**config.mk**
```make
export PLATFORM = sky130hd
export DESIGN_NAME = dpbr_seq
export DESIGN_NICKNAME = d
export VERILOG_FILES = /design/src/rtl/dpbr_pkg.sv /design/src/rtl/dpbr_decode.sv /design/src/rtl/dpbr_cond.sv /design/src/rtl/dpbr_ctrl.sv /design/src/rtl/dpbr_seq.sv
export SDC_FILE = /design/constraint.sdc
export NUM_CORES = 1
export LEC_CHECK = 0
export CAP_MARGIN = 20
export CORE_MARGIN = 2
export CORE_UTILIZATION = 37
export DETAILED_ROUTE_END_ITERATION = 8
export PLACE_DENSITY = 0.67
export SYNTH_ARGS = -nofsm -noshare
export SYNTH_HDL_FRONTEND = slang
export SYNTH_SLANG_ARGS = --single-unit
```
**constraint.sdc**
```tcl
create_clock -name clk -period 2.59 [get_ports clk]
set_clock_uncertainty 0.2 [all_clocks]
set_input_delay 0.6475 -clock clk [delete_from_list [all_inputs] [get_ports clk]]
set_output_delay 0.6475 -clock clk [all_outputs]
set_load 0.02 [all_outputs]
```
**src/rtl/dpbr_pkg.sv**
```systemverilog
package dpbr_pkg;

    localparam int DW  = 8;
    localparam int PCW = 16;
    localparam int BIW = $clog2(DW);

    typedef enum logic [1:0] {
        BUS_NONE  = 2'd0,
        BUS_RD_PC = 2'd1,
        BUS_RD_DP = 2'd2,
        BUS_WR_DP = 2'd3
    } bus_cmd_e;

    typedef enum logic [1:0] {
        K_BIT  = 2'd0,
        K_CMP  = 2'd1,
        K_CMPX = 2'd2,
        K_DEC  = 2'd3
    } kind_e;

    typedef enum logic [3:0] {
        S_IDLE, S_ADDR, S_XWAIT, S_OPRD, S_WRITE, S_OFS, S_EVAL, S_TK1, S_TK2
    } st_e;

    typedef struct packed {
        logic             valid;
        kind_e            kind;
        logic [BIW-1:0]   bit_idx;
        logic             on_clear;
    } dec_t;

    function automatic dec_t decode_op(input logic [DW-1:0] op);
        dec_t d;
        d.valid    = 1'b1;
        d.kind     = K_BIT;
        d.bit_idx  = op[DW-1 -: BIW];
        d.on_clear = op[4];
        if (op[3:0] == 4'h3)      d.kind = K_BIT;
        else if (op == 8'h2E)     d.kind = K_CMP;
        else if (op == 8'hDE)     d.kind = K_CMPX;
        else if (op == 8'h6E)     d.kind = K_DEC;
        else                      d.valid = 1'b0;
        return d;
    endfunction

endpackage

```
**src/rtl/dpbr_decode.sv**
```systemverilog
module dpbr_decode
    import dpbr_pkg::*;
(
    input  logic [DW-1:0] opcode,
    output dec_t          dec
);
    always_comb dec = decode_op(opcode);
endmodule

```
**src/rtl/dpbr_cond.sv**
```systemverilog
module dpbr_cond
    import dpbr_pkg::*;
(
    input  kind_e          kind,
    input  logic [BIW-1:0] bit_idx,
    input  logic           on_clear,
    input  logic [DW-1:0]  operand,
    input  logic [DW-1:0]  acc,
    output logic           take
);
    logic [DW-1:0] sel_vec;

    for (genvar i = 0; i < DW; i++) begin : g_sel
        assign sel_vec[i] = (bit_idx == BIW'(i)) && operand[i];
    end

    always_comb begin
        unique case (kind)
            K_BIT:        take = (|sel_vec) ^ on_clear;
            K_CMP, K_CMPX: take = (acc != operand);
            K_DEC:        take = (operand != DW'(1));
            default:      take = 1'b0;
        endcase
    end
endmodule

```
**src/rtl/dpbr_ctrl.sv**
```systemverilog
module dpbr_ctrl
    import dpbr_pkg::*;
(
    input  logic  clk,
    input  logic  rst,
    input  logic  go,
    input  kind_e kind,
    input  logic  take,
    output st_e   state,
    output logic  last
);
    st_e nxt;

    always_comb begin
        nxt = state;
        unique case (state)
            S_IDLE:  nxt = go ? S_ADDR : S_IDLE;
            S_ADDR:  nxt = (kind == K_CMPX) ? S_XWAIT : S_OPRD;
            S_XWAIT: nxt = S_OPRD;
            S_OPRD:  nxt = (kind == K_DEC) ? S_WRITE : S_OFS;
            S_WRITE: nxt = S_OFS;
            S_OFS:   nxt = (kind == K_DEC) ? (take ? S_TK1 : S_IDLE) : S_EVAL;
            S_EVAL:  nxt = take ? S_TK1 : S_IDLE;
            S_TK1:   nxt = S_TK2;
            S_TK2:   nxt = S_IDLE;
            default: nxt = S_IDLE;
        endcase
    end

    assign last = (state != S_IDLE) && (nxt == S_IDLE);

    always_ff @(posedge clk) begin
        if (rst) state <= S_IDLE;
        else     state <= nxt;
    end
endmodule

```
**src/rtl/dpbr_seq.sv**
```systemverilog
module dpbr_seq
    import dpbr_pkg::*;
(
    input  logic           clk,
    input  logic           rst,
    input  logic           start,
    input  logic [7:0]     opcode,
    input  logic [7:0]     acc,
    input  logic [7:0]     xreg,
    input  logic [15:0]    pc_in,
    input  logic [7:0]     bus_rdata,
    output logic [1:0]     bus_cmd,
    output logic [15:0]    bus_pc,
    output logic [7:0]     bus_dp,
    output logic [7:0]     bus_wdata,
    output logic [15:0]    pc_out,
    output logic           done
);
    dec_t           dec;
    st_e            state;
    logic           go, take, last;
    kind_e          kind_q;
    logic [BIW-1:0] bit_q;
    logic           clr_q;
    logic [DW-1:0]  acc_q, x_q, dp_q, opnd_q, ofs_q;
    logic [PCW-1:0] pc_q, pc_seq, pc_br;
    bus_cmd_e       cmd;

    dpbr_decode u_dec (.opcode(opcode), .dec(dec));

    dpbr_cond u_cond (
        .kind(kind_q), .bit_idx(bit_q), .on_clear(clr_q),
        .operand(opnd_q), .acc(acc_q), .take(take)
    );

    assign go = start && dec.valid && (state == S_IDLE);

    dpbr_ctrl u_ctrl (
        .clk(clk), .rst(rst), .go(go), .kind(kind_q),
        .take(take), .state(state), .last(last)
    );

    assign pc_seq = (state == S_OFS) ? pc_q + PCW'(1) : pc_q;
    assign pc_br  = pc_q + {{(PCW-DW){ofs_q[DW-1]}}, ofs_q};

    always_ff @(posedge clk) begin
        if (rst) begin
            kind_q <= K_BIT;
            bit_q  <= '0;
            clr_q  <= 1'b0;
            acc_q  <= '0;
            x_q    <= '0;
            dp_q   <= '0;
            opnd_q <= '0;
            ofs_q  <= '0;
            pc_q   <= '0;
            pc_out <= '0;
            done   <= 1'b0;
        end else begin
            done <= last;
            if (last)
                pc_out <= (state == S_TK2) ? pc_br : pc_seq;
            if (go) begin
                kind_q <= dec.kind;
                bit_q  <= dec.bit_idx;
                clr_q  <= dec.on_clear;
                acc_q  <= acc;
                x_q    <= xreg;
                pc_q   <= pc_in;
            end
            unique case (state)
                S_ADDR: begin
                    dp_q <= bus_rdata;
                    pc_q <= pc_q + PCW'(1);
                end
                S_XWAIT: dp_q   <= dp_q + x_q;
                S_OPRD:  opnd_q <= bus_rdata;
                S_OFS: begin
                    ofs_q <= bus_rdata;
                    pc_q  <= pc_q + PCW'(1);
                end
                default: ;
            endcase
        end
    end

    always_comb begin
        unique case (state)
            S_ADDR, S_OFS: cmd = BUS_RD_PC;
            S_OPRD:        cmd = BUS_RD_DP;
            S_WRITE:       cmd = BUS_WR_DP;
            default:       cmd = BUS_NONE;
        endcase
    end

    assign bus_cmd   = cmd;
    assign bus_pc    = pc_q;
    assign bus_dp    = dp_q;
    assign bus_wdata = opnd_q - DW'(1);
endmodule

```
# == Yosys cells after proc, flatten, opt, wreduce, memory -nomap -nowiden ==
# Index checks and enable logic that the tools add are counted.
# Widths: inputs -> output; s select.
# op_classes
n_addsub,4
n_bitwise,1
reduce_logical,21
n_eq_ne,24
mux,21
# op_table
cell,n
$mux 16,4
$pmux 4 s8,1
$add 16x1->16 const B,1
$add 16x16->16,1
$eq 4x3->1 const B,4
$pmux 8 s2,1
$eq 3x3->1 const B,4
$eq 4x2->1 const B,3
$logic_and 1x1->1,11
$add 8x8->8,1
$eq 8x6->1 const B,1
$eq 8x7->1 const B,1
$eq 8x8->1 const B,1
$logic_not 4->1,2
$mux 2,4
$ne 8x1->1 const B,1
$ne 8x8->1,1
$reduce_or 8->1,1
$sub 8x1->8 const B,1
$mux 1,7
$eq 3x2->1 const B,2
$pmux 2 s3,1
$eq 2x2->1 const B,2
$eq 4x1->1 const B,1
12 further kinds,14
# word_totals
wordCells,83
output_inout_bits,51
reg_bits,83

# == Logic depth before layout (Yosys ltp) ==
# Gate-level depths: netlist of the first run.
# depth
word_depth,11
depth_mapped,11

# == By module ==
# A second synthesis of the first run with hierarchy kept.
# hier_totals
hier_cells,698
hier_area_um2,5457.7
# modules_own_cells
mod,cells_each,area_per_inst_um2,n_inst
dpbr_seq,616,4810.9,1
dpbr_ctrl,33,270.3,1
dpbr_cond,34,269.0,1
dpbr_decode,15,107.6,1

# == Least setup slack after synthesis of the first run ==
# OpenSTA, ideal clock, no wires.
# synth_timing
path_kind,register to register
start,"register pc_q[0], in the netlist bus_pc[0]"
end,register pc_out[10]
period_less_slack_ns,2.797
path_stages_with_launch,12
arrival_time_ns,2.455
slack_ns,-0.207
t_required_ns,2.248
path_cell_list,dfxtp_1 ha_1 inv_1 fa_1 nor2b_1 o21a_1 o21ai_1 a21oi_1 a21boi_1 xnor2_1 a221oi_1 a211oi_2
# synth_between
elab_chain_len,3
word_cells_on_any_way,4
classes_between,add/sub: 2; mux: 2
# synth_lines
item,line_no,text
from (decl),dpbr_seq.sv:26,"logic [PCW-1:0] pc_q, pc_seq, pc_br;"
from (signal assigned),dpbr_seq.sv:69,pc_q <= pc_in;
from (signal assigned),dpbr_seq.sv:74,pc_q <= pc_q + PCW'(1);
from (signal assigned),dpbr_seq.sv:80,pc_q <= pc_q + PCW'(1);
$add 16x1->16,dpbr_seq.sv:43,assign pc_seq = (state == S_OFS) ? pc_q + PCW'(1) : pc_q;
$mux 16,dpbr_seq.sv:43,
$mux 16 (*),dpbr_seq.sv:62,pc_out <= (state == S_TK2) ? pc_br : pc_seq;
to (signal assigned),dpbr_seq.sv:62,
to (decl),dpbr_seq.sv:16,"output logic [15:0] pc_out,"
# Mark *: on every way between the ends. The rest lies on a longest branch, timed or not.
# A chain may end at the register's enable or synchronous reset.

# == Worst setup path after layout of the first run ==
# layout_timing
start,register ofs_q[7]
end,register pc_out[15]
# layout_between
elab_chain_len,2
# layout_lines
item,line_no,text
from (decl),dpbr_seq.sv:25,"logic [DW-1:0] acc_q, x_q, dp_q, opnd_q, ofs_q;"
from (signal assigned),dpbr_seq.sv:79,ofs_q <= bus_rdata;
$add 16x16->16,dpbr_seq.sv:44,"assign pc_br = pc_q + {{(PCW-DW){ofs_q[DW-1]}}, ofs_q};"
$mux 16,dpbr_seq.sv:62,
# Every way passes these cells.

==> results.txt, run 1 <==
----------------------------------------------------
[GRT]
  Number of antenna violations at the first check in global routing ... 0
  Tot GR Track Use ... between 20% and 30%
  First-pass GRT wire length ... about 27,000 um
  Vias in the first global route ... about 5,500
  Total overflow reported by the global router ... 0
  Maximum number of pins on one net before global-route repair ... 29

[Status]
  Violations in the final reports ... setup timing
  Outcome ... complete, but fails checks

[Clock tree]
  Clock network latency to the later pin of the worst-skew pair ... ~0.35 ns
  CTS tree ... built
  Number of clock sinks seen by CTS ... 83
  Clock tree root driver cell ... sky130_fd_sc_hd__clkbuf_16
  Clock-pin slew reported for the worst setup and hold paths after clock tree synthesis ... roughly 0.07 ns
  TritonCTS Buffers ... 9
  CTS H-tree lvls ... 3
  Clock tree buffer depth ... 2

[Synth]
  Count of distinct cell types in the synthesized netlist ... 64
  Syn. warnings ... 0
  Post-Syn Instances ... about 660
  Post-synthesis sequential area ratio ... about a third
  Netlist area before placement ... 5190 um2
  Number of enable-type register cells in the synthesized netlist ... 0
  Syn Nets ... roughly 740
  Proportion of synthesized flip-flops having asynchronous set or reset ... 0%
  Mean area per synthesized cell ... 7.89 um2
  Number of synthesized register bits ... between 80 and 90
  Main synth FF type ... sky130_fd_sc_hd__dfxtp_1

[Floorplan]
  Vertical extent of the die ... roughly 120 um
  IO Pins ... between 100 and 150
  Core area ... ~14,000 um2
  Die X ... between 100 and 150 um
  Die area ... 15,000 um2
  Starting utilization of the core area ... a little under two fifths
  Placement row count ... between 40 and 50

[STA]
  Min Clock Period, post-route ... roughly 2.6 ns
  Hold Fails Final Rpt ... 0
  Slew of the pin with the lowest slew margin ... between 0.8 and 0.9 ns
  Slew headroom ... between 30% and 40%
  Setup repair after global routing missed its margin ... true
  Slew Viols, Final ... 0
  Worst Setup Slack, final ... -0.0164 ns
  Maximum clock frequency ... around 380 MHz
  Setup violations, final ... 5
  Final worst path period share ... 101%

[Worst hold path]
  Instance count along the most critical hold path ... 2
  Hold wc startpoint ... ofs_q[2]
  Hold Crit Class ... reg2reg
  End point of the worst hold path ... ofs_q[2]

[Setup path]
  WP data required ... around 2.7 ns
  Worst R2R Start ... ofs_q[7]
  Worst r2r path cells ... 9
  Crit. End Element ... register
  Worst EP arrival ... 2.68 ns
  Critical Setup Path Class ... reg2reg
  Worst setup SP type ... register
  Reg-to-reg endpoint ... pc_out[15]
  Flop2flop setup slack ... -0.02 ns
  Peak fanout along the critical path ... 6

[Place]
  Total of buffers placed on input and output ports ... between 100 and 150
  Total placed cells including tap cells ... 970
  Weighted congestion reported at the end of routability-driven placement ... between 0.8 and 0.9
  Post-detailed-placement cell area ... approximately 6900 um2
  HPWL after detailed placement ... about 12,000 um

[Drt]
  Antenna Violating Nets Remaining ... 0
  Remaining DRCs ... 0
  Total via count in the routed design ... roughly 5,700
  WL per Instance ... between 15 and 20 um
  Detailed-route vias per instance ... 5.74
  Total Wirelength ... 17,500 um
  Detailed Route Iter0 Violations ... approximately 610
  First-pass detailed-route iteration total ... 6

[Finish]
  Highest-count cells in the layout ignoring fill and taps ... sky130_fd_sc_hd__nand2_1 (107), sky130_fd_sc_hd__clkdlybuf4s50_1 (91), sky130_fd_sc_hd__dfxtp_1 (72)
  Fraction of layout instances using a drive strength above 1 ... 19.6%
  Final Net Count ... roughly 890
  Final Cell Area ... around 7400 um2
  Fillers ... 1,294
  Number of diodes added for antenna fixing ... 0
  Fin cells ... 995
  Area occupied by registers ... around 1700 um2
  Area used by multi-input combinational logic ... 3530 um2
  Leading cell type in the layout, fill and taps excluded ... sky130_fd_sc_hd__nand2_1
  Area Growth Syn to Fin ... 43.3%

[Pwr]
  Power density over cell area ... 602 nW/um2
  Worst supply voltage drop on vdd ... ~0.00037 V
  Static leakage ... about 0.0027 uW

[Run]
  Number of violations of the max-capacitance limit ... 0

----------------------------------------------------
[synthesized netlist by cell type, types with 8 or more instances]
| cell type | count | share of area, % |
|---|---|---|
| sky130_fd_sc_hd__o21ai_1 | 21 | 2.0 |
| sky130_fd_sc_hd__nand2_1 | 108 | 7.8 |
| sky130_fd_sc_hd__ha_1 | 28 | 6.8 |
| sky130_fd_sc_hd__xnor2_1 | 21 | 3.5 |
| sky130_fd_sc_hd__nand2b_1 | 11 | 1.3 |
| sky130_fd_sc_hd__a222oi_1 | 14 | 2.7 |
| sky130_fd_sc_hd__and3_1 | 11 | 1.3 |
| sky130_fd_sc_hd__o21ai_0 | 12 | 1.2 |
| sky130_fd_sc_hd__nor2b_1 | 13 | 1.6 |
| sky130_fd_sc_hd__inv_1 | 17 | 1.2 |
| sky130_fd_sc_hd__a221oi_1 | 10 | 1.7 |
| sky130_fd_sc_hd__nor3_1 | 26 | 2.5 |
| sky130_fd_sc_hd__a21oi_1 | 58 | 5.6 |
| sky130_fd_sc_hd__nand3_1 | 15 | 1.4 |
| sky130_fd_sc_hd__a211oi_1 | 10 | 1.4 |
| sky130_fd_sc_hd__dfxtp_1 | 83 | 32 |
| sky130_fd_sc_hd__clkbuf_1 | 31 | 2.2 |
| sky130_fd_sc_hd__mux2i_1 | 8 | 1.5 |
| sky130_fd_sc_hd__a211oi_2 | 9 | 2.2 |
| sky130_fd_sc_hd__nor2_1 | 66 | 4.8 |
[report_power, final]
part	switching, uW	total [uW]	leakage [uW]	internal, uW
registers	133	1520	0.000677	1380
clock network	573	1450	0.000161	878
logic	827	1510	0.00191	683
total	1530	4480	0.00274	2950
[timing repair]
item,4_1_cts,5_1_grt
resized for setup,25,33
pin swaps,12,27
setup buffers,2,4
gates cloned,3,0
hold buffers,0,0
endpoints found under the setup margin,25,21
[final cells by class]
cell class                      count  share of cell area, %
Tap cell                          180                   3.03
Inverter                           18                  0.908
Sequential cell                    83                   22.7
Multi-Input combinational cell    523                   47.4
Timing Repair Buffer              175                   21.6
Clock inverter                      5                   1.13
Clock buffer                       11                   3.26
[sequential cells by signal, indices dropped and copies added, names as in the netlist, 3 cells and up]
signal / cells
bus_pc: 16
pc_out: 16
acc_q: 8
bus_dp: 8
ofs_q: 8
opnd_q: 8
x_q: 8
u_ctrl.state: 4
bit_q: 3
[worst max-delay path by stage]
stage / startpoint / to / slack [ns] / cells past startpoint
floorplan: bus_pc[0] / pc_out[10] / 0.01 / 11
global route: ofs_q[7] / pc_out[15] / -0.11 / 9
finish: ofs_q[7] / pc_out[15] / -0.02 / 9
detailed placement: ofs_q[7] / pc_out[15] / -0.11 / 9
global placement: opcode[5] / bus_pc[3] / -0.05 / 9
CTS: bit_q[1] / pc_out[5] / -0.03 / 7
[layer usage]
metal	part of all wire, %	GRT usage [%]	vias to the layer above
met5	0	0	-
met3	7.6	4.00	53
li1	-	-	2693
met1	41	29.6	2693
met4	3.4	11.4	0
met2	48	38.6	277
[through the flow]
step	setup slack, ns	utilization [%]	setup TNS (ns)	hold slack, ns	total power, uW
floorplan	0.00980	-	0	0.240	2360
global placement	-0.0473	49.9	-0.105	0.249	2970
detailed placement	-0.106	49.9	-1.34	0.254	3010
CTS	-0.0308	52.9	-0.165	0.262	4450
global route	-0.112	54.0	-0.757	0.277	4680
finish	-0.0164	54.0	-0.0447	0.259	4480
[cells by family after synthesis]
| kind of cell | after synthesis | share of synthesized area, % |
|---|---|---|
| mux | 12 | 3.06 |
| buf+inv | 55 | 4.48 |
| fa+ha+maj | 30 | 7.52 |
| flops | 83 | 32.0 |
| compound gates | 180 | 24.5 |
| simple gates | 270 | 23.7 |
| xor+xnor | 28 | 4.73 |
[worst max-delay path: stages, from the launching register on]
cell	delay, ns
sky130_fd_sc_hd__dfxtp_4	0.42
sky130_fd_sc_hd__ha_4	0.23
sky130_fd_sc_hd__a21o_1	0.20
sky130_fd_sc_hd__a221oi_2	0.33
sky130_fd_sc_hd__o21a_1	0.20
sky130_fd_sc_hd__o22ai_2	0.10
sky130_fd_sc_hd__o41ai_2	0.24
sky130_fd_sc_hd__xor2_1	0.14
sky130_fd_sc_hd__o221a_2	0.29
sky130_fd_sc_hd__o32ai_2	0.18
(Power assumes the default switching activity.)
==> run 2: changes to the inputs <==
Settings changed: CTS_CLUSTER_DIAMETER set to 150.
==> results of run 2 <==
Same layout as run 1: the final DEF is identical, and so are final timing and power.
==> run 3: changes to the inputs <==
Settings changed: PLACE_DENSITY 0.67 to 0.66, SYNTH_HIERARCHICAL set to 1.
==> run 3 against run 2 <==
The flow now finishes without violations. Fmax is 2.5% higher. Utilization is 0.63 points lower. Synthesized area is 5.2% higher. Sequential power hardly changed. Critical path type unchanged. Highest routed layer unchanged.
==> results.txt, run 3 <==
----------------------------------------------------
[Synth]
  Synth top area share ... about 30%
  Proportion of synthesized flip-flops having asynchronous set or reset ... 0%
  Syn Nets ... roughly 780
  Synth area leader ... sky130_fd_sc_hd__dfxtp_1
  Simple-gate portion of the synthesized area ... 26.6%
  Cell types occupying the most area after synthesis ... sky130_fd_sc_hd__dfxtp_1 (30%), sky130_fd_sc_hd__nand2_1 (8.0%), sky130_fd_sc_hd__a21oi_1 (5.8%)
  Xor and xnor fraction of the mapped netlist area ... 4.31%
  Syn. warnings ... 6
  Post-Syn Instances ... 698
  Mean area per synthesized cell ... roughly 7.8 um2
  Post-synthesis sequential area ratio ... 30.4%
  Main synth FF type ... sky130_fd_sc_hd__dfxtp_1
  Adder-cell area share of the yosys netlist ... under 10%
  Number of enable-type register cells in the synthesized netlist ... 0
  Main combinational cell family by area after synthesis ... simple AND/OR/NAND/NOR gates
  Leading cell type by number of instances after synthesis ... sky130_fd_sc_hd__nand2_1
  Post-synthesis compound-gate area fraction ... roughly a quarter
  Netlist area before placement ... roughly 5500 um2
  Count of distinct cell types in the synthesized netlist ... 85
  Number of synthesized register bits ... 83
  Commonest cells in the netlist ... sky130_fd_sc_hd__nand2_1 (116), sky130_fd_sc_hd__dfxtp_1 (83), sky130_fd_sc_hd__nor2_1 (78)
  Mux contribution to synthesized area ... 2.80%

[Floorplan]
  Placement row count ... between 40 and 50
  Die area ... 15,700 um2
  Vertical extent of the die ... roughly 130 um
  Starting utilization of the core area ... 37.7%
  IO Pins ... between 100 and 150
  Die X ... about 130 um
  Core area ... around 14,000 um2

[Finish]
  Utilization after layout ... a little over half
  Leading cell type in the layout, fill and taps excluded ... sky130_fd_sc_hd__nand2_1
  Final Net Count ... about 930
  Fillers ... ~1,400
  Fin cells ... 1,041
  Fraction of layout instances using a drive strength above 1 ... between 10% and 20%
  Area occupied by registers ... 1670 um2
  Highest-count cells in the layout ignoring fill and taps ... sky130_fd_sc_hd__nand2_1 (115), sky130_fd_sc_hd__clkdlybuf4s50_1 (84), sky130_fd_sc_hd__dfxtp_1 (77)
  Area Growth Syn to Fin ... 41.6%
  Area used by multi-input combinational logic ... between 3000 and 4000 um2
  Number of diodes added for antenna fixing ... 0

[Clock tree]
  Number of clock sinks seen by CTS ... 83
  TritonCTS Buffers ... 9
  Clock tree root driver cell ... sky130_fd_sc_hd__clkbuf_16
  CTS tree ... built
  CTS H-tree lvls ... 3
  # hold bufs at CTS ... 0
  Clock-pin slew reported for the worst setup and hold paths after clock tree synthesis ... roughly 0.06 ns
  Clock network latency to the later pin of the worst-skew pair ... 0.35 ns
  Clock tree buffer depth ... 2

[Setup path]
  Number of buffers and inverters on the critical path ... 3
  Kind of cell adding the most delay to the critical path ... multiplexers
  Critical Setup Path Class ... reg2reg
  Worst setup SP type ... register
  Flop2flop setup slack ... 0.05 ns
  List of cells traversed by the critical path ... mux4_2 -> mux2i_2 -> mux2i_1 -> a31oi_2 -> inv_1 -> a31o_4 -> clkinv_4 -> buf_4 -> a221oi_2 -> a211oi_1
  Worst EP arrival ... about 2.6 ns
  Crit path largest cell delay ... 0.51 ns
  WP data required ... around 2.6 ns
  Crit. End Element ... register
  Slowest stage cell on the critical path ... sky130_fd_sc_hd__mux4_2
  Peak fanout along the critical path ... 7

[Run]
  Number of violations of the max-capacitance limit ... 0

[STA]
  Maximum clock frequency ... 393 MHz
  Slew of the pin with the lowest slew margin ... 0.482 ns
  Slew headroom ... around two thirds
  Setup violations, final ... 0
  Final worst path period share ... between 90 and 100%
  Slew Viols, Final ... 0
  Hold Fails Final Rpt ... 0
  Setup repair after global routing missed its margin ... true
  Min Clock Period, post-route ... about 2.5 ns
  Worst Setup Slack, final ... between 0.04 and 0.05 ns

[GRT]
  First-pass GRT wire length ... ~28,000 um
  Tot GR Track Use ... ~22%
  Total overflow reported by the global router ... 0
  Maximum number of pins on one net before global-route repair ... 30
  Number of antenna violations at the first check in global routing ... 0
  Vias in the first global route ... about 5,400

[Pwr]
  Static leakage ... around 0.003 uW
  Net Switching ... ~1500 uW
  Clock network fraction of design power ... a little under a third
  Worst supply voltage drop on vdd ... 0.000439 V
  Power density over cell area ... roughly 590 nW/um2
  Part of the total power dissipated in combinational logic ... 35.1%
  Sw frac ... between 30 and 40%
  Proportion of power drawn by flip-flops and latches ... between 30% and 40%
  Internal portion of total power ... 3010 uW

[Drt]
  Remaining DRCs ... 0
  Total via count in the routed design ... around 5,800
  Total Wirelength ... about 17,000 um
  First-pass detailed-route iteration total ... 5
  Detailed-route vias per instance ... roughly 5.6
  Detailed Route Iter0 Violations ... roughly 430
  Antenna Violating Nets Remaining ... 0
  WL per Instance ... roughly 17 um

[Status]
  Outcome ... finished clean

[Place]
  Total of buffers placed on input and output ports ... a little over 100
  Post-Place Worst Slack ... -0.426 ns
  Total placed cells including tap cells ... between 1,000 and 1,500
  HPWL after detailed placement ... around 12,000 um
  Weighted congestion reported at the end of routability-driven placement ... roughly 0.93

[Worst hold path]
  Hold Crit Class ... reg2reg

----------------------------------------------------
==> run 3: cell count changes after synthesis, moves of 6 or more <==
cell | before | now
sky130_fd_sc_hd__nor3_1 | 26 | 15
sky130_fd_sc_hd__nand2_1 | 108 | 116
sky130_fd_sc_hd__buf_2 | 3 | 12
sky130_fd_sc_hd__a211oi_2 | 9 | 0
sky130_fd_sc_hd__a311oi_1 | 1 | 11
sky130_fd_sc_hd__xnor2_1 | 21 | 14
sky130_fd_sc_hd__nor2b_1 | 13 | 5
sky130_fd_sc_hd__a211oi_1 | 10 | 19
sky130_fd_sc_hd__a222oi_1 | 14 | 8
sky130_fd_sc_hd__clkbuf_1 | 31 | 20
sky130_fd_sc_hd__o21ai_0 | 12 | 36
sky130_fd_sc_hd__o21ai_1 | 21 | 4
sky130_fd_sc_hd__nor2_1 | 66 | 78
==> run 3: final cells by class <==
type                    count  share of cell area, %
well taps                 184                   2.98
repair buffers            185                   22.5
clock buffers              11                   3.14
inverters                  16                  0.891
clock inverters             5                   1.10
multi-input cells         557                   47.8
flip-flops and latches     83                   21.6
==> run 3: final timing paths <==
| path | start | end | cells past startpoint |
|---|---|---|---|
| setup / recovery | bit_q[0] | pc_out[12] | 10 |
| hold / removal | x_q[0] | x_q[0] | 2 |
| setup reg to reg | bit_q[0] | pc_out[12] | 10 |
| hold reg to reg | x_q[0] | x_q[0] | 2 |
==> run 3: per-stage QoR <==
step | hold WS, ns | total power, uW | setup TNS (ns) | instance area (um2)
5_1_grt | 0.280 | 4750 | -0.674 | 7730
3_5_place_dp | 0.252 | 3000 | -17.13 | 7070
6_report | 0.263 | 4530 | 0 | 7730
2_1_floorplan | 0.232 | 2370 | 0 | 5460
4_1_cts | 0.261 | 4500 | -0.0720 | 7630
3_3_place_gp | 0.247 | 2990 | -14.79 | 7070
==> run 3: logic make-up (layout without fill, tap and decap cells) <==
group	Yosys count	count (layout)
AO/OA/AOI/OAI	203	203
AND/OR/NAND/NOR	290	290
adder cells (fa/ha/maj)	26	26
XOR/XNOR	26	26
flip-flops	83	83
buffers and inverters	58	217
multiplexers	12	12
==> run 3: power groups by stage <==
stage | clock, uW | sequential (uW) | combinational, uW
CTS | 1450 | 1510 | 1550
global route | 1510 | 1530 | 1720
global placement | 0 | 1530 | 1460
finish | 1430 | 1510 | 1590
floorplan | 0 | 1640 | 728
detailed placement | 0 | 1530 | 1470
==> run 3: timing repair <==
action / CTS / global route
buffers inserted: 8 / 3
cloned: 3 / 0
pin swaps: 7 / 11
endpoints found under the setup margin: 55 / 47
gates resized for setup: 51 / 35
==> run 3: worst register-to-register path: cells and delay by family (launching register included) <==
kind / cells / cell delay, ns
AO/OA/AOI/OAI: 4 / 0.56
buffers and inverters: 3 / 0.37
multiplexers: 3 / 0.93
flip-flops: 1 / 0.37
==> run 3: per-layer routing <==
layer	part of all wire [%]	track usage (%)	routed length, um	vias up
met4	1.9	7.52	339	0
met5	0	0	0	-
met2	44	32.5	7680	169
li1	-	-	-	2843
met3	5.0	3.51	874	24
met1	49	31.1	8490	2755
